File: config.mk
export PLATFORM = sky130hd
export DESIGN_NAME = tdm_frame_align
export DESIGN_NICKNAME = d
export VERILOG_FILES = /design/src/rtl/tdm_align_pkg.sv /design/src/rtl/tdm_sync_edge.sv /design/src/rtl/tdm_edge_select.sv /design/src/rtl/tdm_frame_track.sv /design/src/rtl/tdm_frame_align.sv
export SDC_FILE = /design/constraint.sdc
export NUM_CORES = 1
export LEC_CHECK = 0
export CAP_MARGIN = 20
export CELL_PAD_IN_SITES_DETAIL_PLACEMENT = 0
export CELL_PAD_IN_SITES_GLOBAL_PLACEMENT = 1
export CORE_MARGIN = 2
export CORE_UTILIZATION = 44
export CTS_CLUSTER_SIZE = 14
export DETAILED_ROUTE_END_ITERATION = 10
export GPL_ROUTABILITY_DRIVEN = 1
export HOLD_SLACK_MARGIN = 0.03
export PLACE_DENSITY_LB_ADDON = 0.08
export SETUP_SLACK_MARGIN = 0.4
export SYNTH_ARGS = -nofsm -noshare
export SYNTH_HDL_FRONTEND = slang
export SYNTH_HIERARCHICAL = 1
export SYNTH_SLANG_ARGS = --single-unit
File: constraint.sdc
create_clock -name clk -period 1.2 [get_ports clk]
set_input_delay 0.3 -clock clk [delete_from_list [all_inputs] [get_ports clk]]
set_output_delay 0.3 -clock clk [all_outputs]
set_load 0.01 [all_outputs]
File: src/rtl/tdm_align_pkg.sv
package tdm_align_pkg;

  typedef enum logic [1:0] {
    RATE_FAST = 2'b00,
    RATE_MID  = 2'b01,
    RATE_SLOW = 2'b10,
    RATE_RSVD = 2'b11
  } rate_e;

  typedef struct packed {
    rate_e rate;
    logic  start_pos;
    logic  rise_edge;
    logic  pulse_hi;
  } align_cfg_t;

endpackage

File: src/rtl/tdm_sync_edge.sv
module tdm_sync_edge #(
  parameter int WIDTH  = 2,
  parameter int STAGES = 2
) (
  input  logic             clk,
  input  logic             rst_n,
  input  logic [WIDTH-1:0] async_i,
  output logic [WIDTH-1:0] lvl_o,
  output logic [WIDTH-1:0] prev_o
);

  localparam int CHAIN = STAGES + 1;

  for (genvar g = 0; g < WIDTH; g++) begin : g_bit
    logic [CHAIN-1:0] chain_q;
    logic [CHAIN-1:0] chain_d;

    always_comb begin
      chain_d = {chain_q[CHAIN-2:0], async_i[g]};
    end

    always_ff @(posedge clk or negedge rst_n) begin
      if (!rst_n) begin
        chain_q <= '0;
      end else begin
        chain_q <= chain_d;
      end
    end

    assign lvl_o[g]  = chain_q[STAGES-1];
    assign prev_o[g] = chain_q[STAGES];
  end

endmodule

File: src/rtl/tdm_edge_select.sv
module tdm_edge_select
  import tdm_align_pkg::*;
(
  input  align_cfg_t cfg_i,
  input  logic       ck_lvl_i,
  input  logic       ck_prev_i,
  input  logic       fp_lvl_i,
  input  logic       fp_prev_i,
  output logic       dec_edge_o,
  output logic       pulse_hit_o
);

  logic ck_rise;
  logic ck_fall;
  logic bnd_edge;
  logic opp_edge;
  logic fp_act_now;
  logic fp_act_prev;

  always_comb begin
    ck_rise     = ck_lvl_i & ~ck_prev_i;
    ck_fall     = ~ck_lvl_i & ck_prev_i;
    bnd_edge    = cfg_i.rise_edge ? ck_rise : ck_fall;
    opp_edge    = cfg_i.rise_edge ? ck_fall : ck_rise;
    dec_edge_o  = cfg_i.start_pos ? opp_edge : bnd_edge;
    fp_act_now  = cfg_i.pulse_hi ? fp_lvl_i  : ~fp_lvl_i;
    fp_act_prev = cfg_i.pulse_hi ? fp_prev_i : ~fp_prev_i;
    pulse_hit_o = dec_edge_o & fp_act_now & fp_act_prev;
  end

endmodule

File: src/rtl/tdm_frame_track.sv
module tdm_frame_track
  import tdm_align_pkg::*;
#(
  parameter int BASE_BITS = 2048,
  parameter int CNT_W     = $clog2(BASE_BITS)
) (
  input  logic             clk,
  input  logic             rst_n,
  input  align_cfg_t       cfg_i,
  input  logic             dec_edge_i,
  input  logic             pulse_hit_i,
  output logic             strobe_o,
  output logic [CNT_W-1:0] count_o,
  output logic             err_o,
  output logic             cfg_err_o
);

  localparam logic [CNT_W-1:0] LAST_FAST = CNT_W'(BASE_BITS - 1);
  localparam logic [CNT_W-1:0] LAST_MID  = CNT_W'(BASE_BITS / 2 - 1);
  localparam logic [CNT_W-1:0] LAST_SLOW = CNT_W'(BASE_BITS / 4 - 1);

  align_cfg_t       cfg_q;
  logic             locked_q, locked_d;
  logic [CNT_W-1:0] cnt_q, cnt_d;
  logic             strobe_q, strobe_d;
  logic             err_q, err_d;
  logic             cfg_err_q;

  logic             cfg_chg;
  logic             rsvd;
  logic             at_wrap;
  logic             state_en;
  logic [CNT_W-1:0] last_idx;

  always_comb begin
    unique case (cfg_i.rate)
      RATE_FAST: last_idx = LAST_FAST;
      RATE_MID:  last_idx = LAST_MID;
      RATE_SLOW: last_idx = LAST_SLOW;
      default:   last_idx = '0;
    endcase
  end

  always_comb begin
    cfg_chg  = (cfg_i != cfg_q);
    rsvd     = (cfg_i.rate == RATE_RSVD);
    at_wrap  = (cnt_q == last_idx);
    state_en = cfg_chg | rsvd | dec_edge_i;

    locked_d = locked_q;
    cnt_d    = cnt_q;
    strobe_d = 1'b0;
    err_d    = 1'b0;

    if (cfg_chg || rsvd) begin
      locked_d = 1'b0;
      cnt_d    = '0;
    end else if (dec_edge_i) begin
      if (!locked_q) begin
        if (pulse_hit_i) begin
          locked_d = 1'b1;
          cnt_d    = '0;
          strobe_d = 1'b1;
        end
      end else if (at_wrap) begin
        cnt_d = '0;
        if (pulse_hit_i) begin
          strobe_d = 1'b1;
        end else begin
          err_d    = 1'b1;
          locked_d = 1'b0;
        end
      end else if (pulse_hit_i) begin
        err_d    = 1'b1;
        locked_d = 1'b0;
        cnt_d    = '0;
      end else begin
        cnt_d = cnt_q + CNT_W'(1);
      end
    end
  end

  always_ff @(posedge clk or negedge rst_n) begin
    if (!rst_n) begin
      cfg_q     <= '0;
      locked_q  <= 1'b0;
      cnt_q     <= '0;
      strobe_q  <= 1'b0;
      err_q     <= 1'b0;
      cfg_err_q <= 1'b0;
    end else begin
      strobe_q  <= strobe_d;
      err_q     <= err_d;
      cfg_err_q <= rsvd;
      if (cfg_chg) begin
        cfg_q <= cfg_i;
      end
      if (state_en) begin
        locked_q <= locked_d;
        cnt_q    <= cnt_d;
      end
    end
  end

  assign strobe_o  = strobe_q;
  assign count_o   = cnt_q;
  assign err_o     = err_q;
  assign cfg_err_o = cfg_err_q;

endmodule

File: src/rtl/tdm_frame_align.sv
module tdm_frame_align
  import tdm_align_pkg::*;
#(
  parameter int BASE_BITS   = 2048,
  parameter int SYNC_STAGES = 2,
  localparam int CNT_W      = $clog2(BASE_BITS)
) (
  input  logic             clk,
  input  logic             rst_n,
  input  logic             bit_clk_i,
  input  logic             frame_pulse_i,
  input  logic [1:0]       rate_sel_i,
  input  logic             start_pos_i,
  input  logic             rise_edge_i,
  input  logic             pulse_hi_i,
  output logic             frame_start_o,
  output logic [CNT_W-1:0] bit_count_o,
  output logic             align_err_o,
  output logic             cfg_err_o
);

  logic [1:0] rst_pipe_q;
  logic       rst_int_n;
  align_cfg_t cfg;
  logic [1:0] s_lvl;
  logic [1:0] s_prev;
  logic       dec_edge;
  logic       pulse_hit;

  always_ff @(posedge clk or negedge rst_n) begin
    if (!rst_n) begin
      rst_pipe_q <= 2'b00;
    end else begin
      rst_pipe_q <= {rst_pipe_q[0], 1'b1};
    end
  end

  assign rst_int_n = rst_pipe_q[1];

  always_comb begin
    cfg.rate      = rate_e'(rate_sel_i);
    cfg.start_pos = start_pos_i;
    cfg.rise_edge = rise_edge_i;
    cfg.pulse_hi  = pulse_hi_i;
  end

  tdm_sync_edge #(
    .WIDTH  (2),
    .STAGES (SYNC_STAGES)
  ) u_sync (
    .clk     (clk),
    .rst_n   (rst_int_n),
    .async_i ({frame_pulse_i, bit_clk_i}),
    .lvl_o   (s_lvl),
    .prev_o  (s_prev)
  );

  tdm_edge_select u_sel (
    .cfg_i       (cfg),
    .ck_lvl_i    (s_lvl[0]),
    .ck_prev_i   (s_prev[0]),
    .fp_lvl_i    (s_lvl[1]),
    .fp_prev_i   (s_prev[1]),
    .dec_edge_o  (dec_edge),
    .pulse_hit_o (pulse_hit)
  );

  tdm_frame_track #(
    .BASE_BITS (BASE_BITS),
    .CNT_W     (CNT_W)
  ) u_track (
    .clk         (clk),
    .rst_n       (rst_int_n),
    .cfg_i       (cfg),
    .dec_edge_i  (dec_edge),
    .pulse_hit_i (pulse_hit),
    .strobe_o    (frame_start_o),
    .count_o     (bit_count_o),
    .err_o       (align_err_o),
    .cfg_err_o   (cfg_err_o)
  );

endmodule

==> results.ini <==
[run_status]
status=finished with violations
violations=negative setup slack

[die]
die_area_um2=3830
die_h_um=61.9
initial_utilization=0.448
fp.dieW_um=61.9
pin_count=23
core_um2=3280
rows=21

[sta]
finalCritPeriodShare=1.53
rsz0062_at_grt=true
fin_crit_ps=1840
finalSetupViolCount=25
fin_skew_ps=3.58
finalHoldViolCount=0
holdWs_ps=101
fin_ws_ps=-640
drv_slew=0
finalSetupTns_ps=-10740
fmax_ghz=0.544

[worst_setup_path]
worstPathArrival_ps=2070
crit_path_end_kind=register
r2r_slack_ps=-620
cp-start-kind=input pin
r2r_start=u_sync/g_bit[0].chain_q[1]$_DFF_PN0_
r2r_end=u_track/count_o[3]$_DFFE_PN0P_
critPathKind=input pin to register
crit_fanout=7
cp.required_ps=1430
reg2reg_depth=8

[detailed_routing]
drc=0
dr.pass1.iters=4
vias_per_cell=5.30
first_iter_violations=68
wl_um=3830
wl_per_cell_um=15.0
num_vias=1352
ant_nets=0

[clock_tree]
cts_root_buf=clkbuf_4
clock_latency_ps=330
cts_tree=yes
cts_buffers=3
cts-htree-levels=1
postCtsHoldBufs=0
cts_max_path_buffers=2
path_clk_slew_ps=150
cts.sinks=28

[yosys]
synth_most_common_cell=dfrtp_1
yosys.area.top_type=dfrtp_1
async_flop_share=1.00
synth_cell_types=46
yosys_warnings=6
synth_ff_type=dfrtp_1
netlist_top_cells_area=dfrtp_1 (48%), xnor2_1 (3.6%), nand2_1 (2.8%)
synth_seq_cells=28
avgSynthCellArea_um2=10.2
synth_common_cells=dfrtp_1 (28), nand2_1 (11), o21ai_0 (8), clkbuf_1 (7)
synth.top_cell.area_share=0.476
synth-edff-count=0
syn-cell-area_um2=1470
postSynthCellCount=145
synth_seq_area_share=0.476
syn-num-nets=156

[pwr]
powerDensity_nw_per_um2=792
leakage_nw=0.999
peakVddDrop_v=0.000495
total_power_w=0.00181

[global_route]
grt_antenna_before_repair=0
grt_overflow_total=0
first_global_vias=1372
grt.total_usage=0.222
grt_pass1_wl_um=6250
grt_max_degree=17

[cells_and_area]
drive_gt1_frac=0.464
stdcell_count=255
syn_to_final_growth_pct=55.1
final_net_count=221
antenna_cells=0

[placed_design]
gp_congestion=0.779
dpl.cell_count=234
port_buffers=22
dpl.hpwl_um=2630
dp_slack_ps=-1180

[job]
max_cap_violations=0

[worst_hold_path]
hold_class=input pin to asynchronous set/reset pin

-- worst max-delay path, stage by stage --
cell	delay, ps
clkdlybuf4s50_1	460
or3_1	410
a21boi_4	210
o21a_1	200
nor3_4	70
buf_6	140
a22oi_2	170
o31ai_2	90
-- cells by family (layout without fill, tap and decap cells) --
logic type | count (synthesis) | count (layout) | share of synthesized area
compound gates | 31 | 31 | 0.154
xor+xnor | 7 | 7 | 0.0416
fa+ha+maj | 2 | 2 | 0.0170
buf+inv | 19 | 83 | 0.0671
flops | 28 | 28 | 0.476
mux | 1 | 1 | 0.00680
other cells | 1 | 1 | 0.00255
simple gates | 56 | 56 | 0.235
-- sequential cells by signal, summed over array words and instances, names as in the netlist --
register and cells:
u_track/locked_q 1, u_track/count_o 11, u_sync/g_bit.chain_q 6, u_track/cfg_q 5, rst_pipe_q 2, u_track/cfg_err_o 1
u_track/err_o 1, u_track/strobe_o 1
-- report_power, final --
group / leakage, nW / internal, W / switching, W
registers: 0.356 / 0.000968 / 0.0000217
clock network: 0.0279 / 0.000338 / 0.000283
logic: 0.615 / 0.000108 / 0.0000923
total: 0.999 / 0.00141 / 0.000397
-- metrics by stage --
step | area (um^2) | util
2_1_floorplan | 1550 | -
3_3_place_gp | 2020 | 0.614
3_5_place_dp | 2020 | 0.614
4_1_cts | 2240 | 0.682
5_1_grt | 2280 | 0.696
6_report | 2280 | 0.696
-- layer usage --
layer,share of wire,global-route usage
met5,0,0
met4,0.014,0.0760
met3,0.044,0.0248
met2,0.51,0.359
met1,0.43,0.310
-- cell type report --
class / count / area [um^2]
Timing Repair Buffer: 77 / 678
Multi-Input combinational cell: 98 / 785
Inverter: 2 / 7.51
Clock buffer: 3 / 22.5
Clock inverter: 1 / 30.0
Fill cell: 266 / 1000
Tap cell: 46 / 57.6
Sequential cell: 28 / 704
-- what timing repair did --
action / CTS / global route
setup endpoints to repair: 29 / 28
gates resized for setup: 75 / 8
buffers inserted: 15 / 2
pin swaps: 14 / 2
-- placed cells by master (no fill, tap or decap), types with 3 or more instances in the layout --
cell / instances
a22o_1: 3
a22oi_2: 3
buf_2: 4
buf_4: 39
buf_6: 21
clkbuf_4: 3
clkdlybuf4s50_1: 7
dfrtp_1: 25
dfrtp_2: 3
dlygate4sd2_1: 4
nand2_1: 11
nand2b_4: 3
nand3_1: 6
nor2_1: 6
nor3_1: 3
nor4_1: 3
o21a_1: 4
o21ai_0: 3
o21ai_1: 3
o21ai_2: 3
or3_1: 4
xnor2_1: 5
-- how the worst max path moves through the flow --
| stage | start | depth (start not counted) | end | slack (ps) |
|---|---|---|---|---|
| 4_1_cts | u_sync/g_bit[0].chain_q[1]$_DFF_PN0_ | 8 | u_track/count_o[3]$_DFFE_PN0P_ | -630 |
| 6_report | pulse_hi_i | 8 | u_track/count_o[3]$_DFFE_PN0P_ | -640 |
| 5_1_grt | u_sync/g_bit[0].chain_q[1]$_DFF_PN0_ | 8 | u_track/count_o[9]$_DFFE_PN0P_ | -700 |
| 2_1_floorplan | u_sync/g_bit[0].chain_q[1]$_DFF_PN0_ | 9 | u_track/count_o[3]$_DFFE_PN0P_ | -670 |
| 3_3_place_gp | rise_edge_i | 9 | u_track/count_o[5]$_DFFE_PN0P_ | -1120 |
| 3_5_place_dp | start_pos_i | 9 | u_track/count_o[5]$_DFFE_PN0P_ | -1180 |
(Power assumes the default switching activity.)
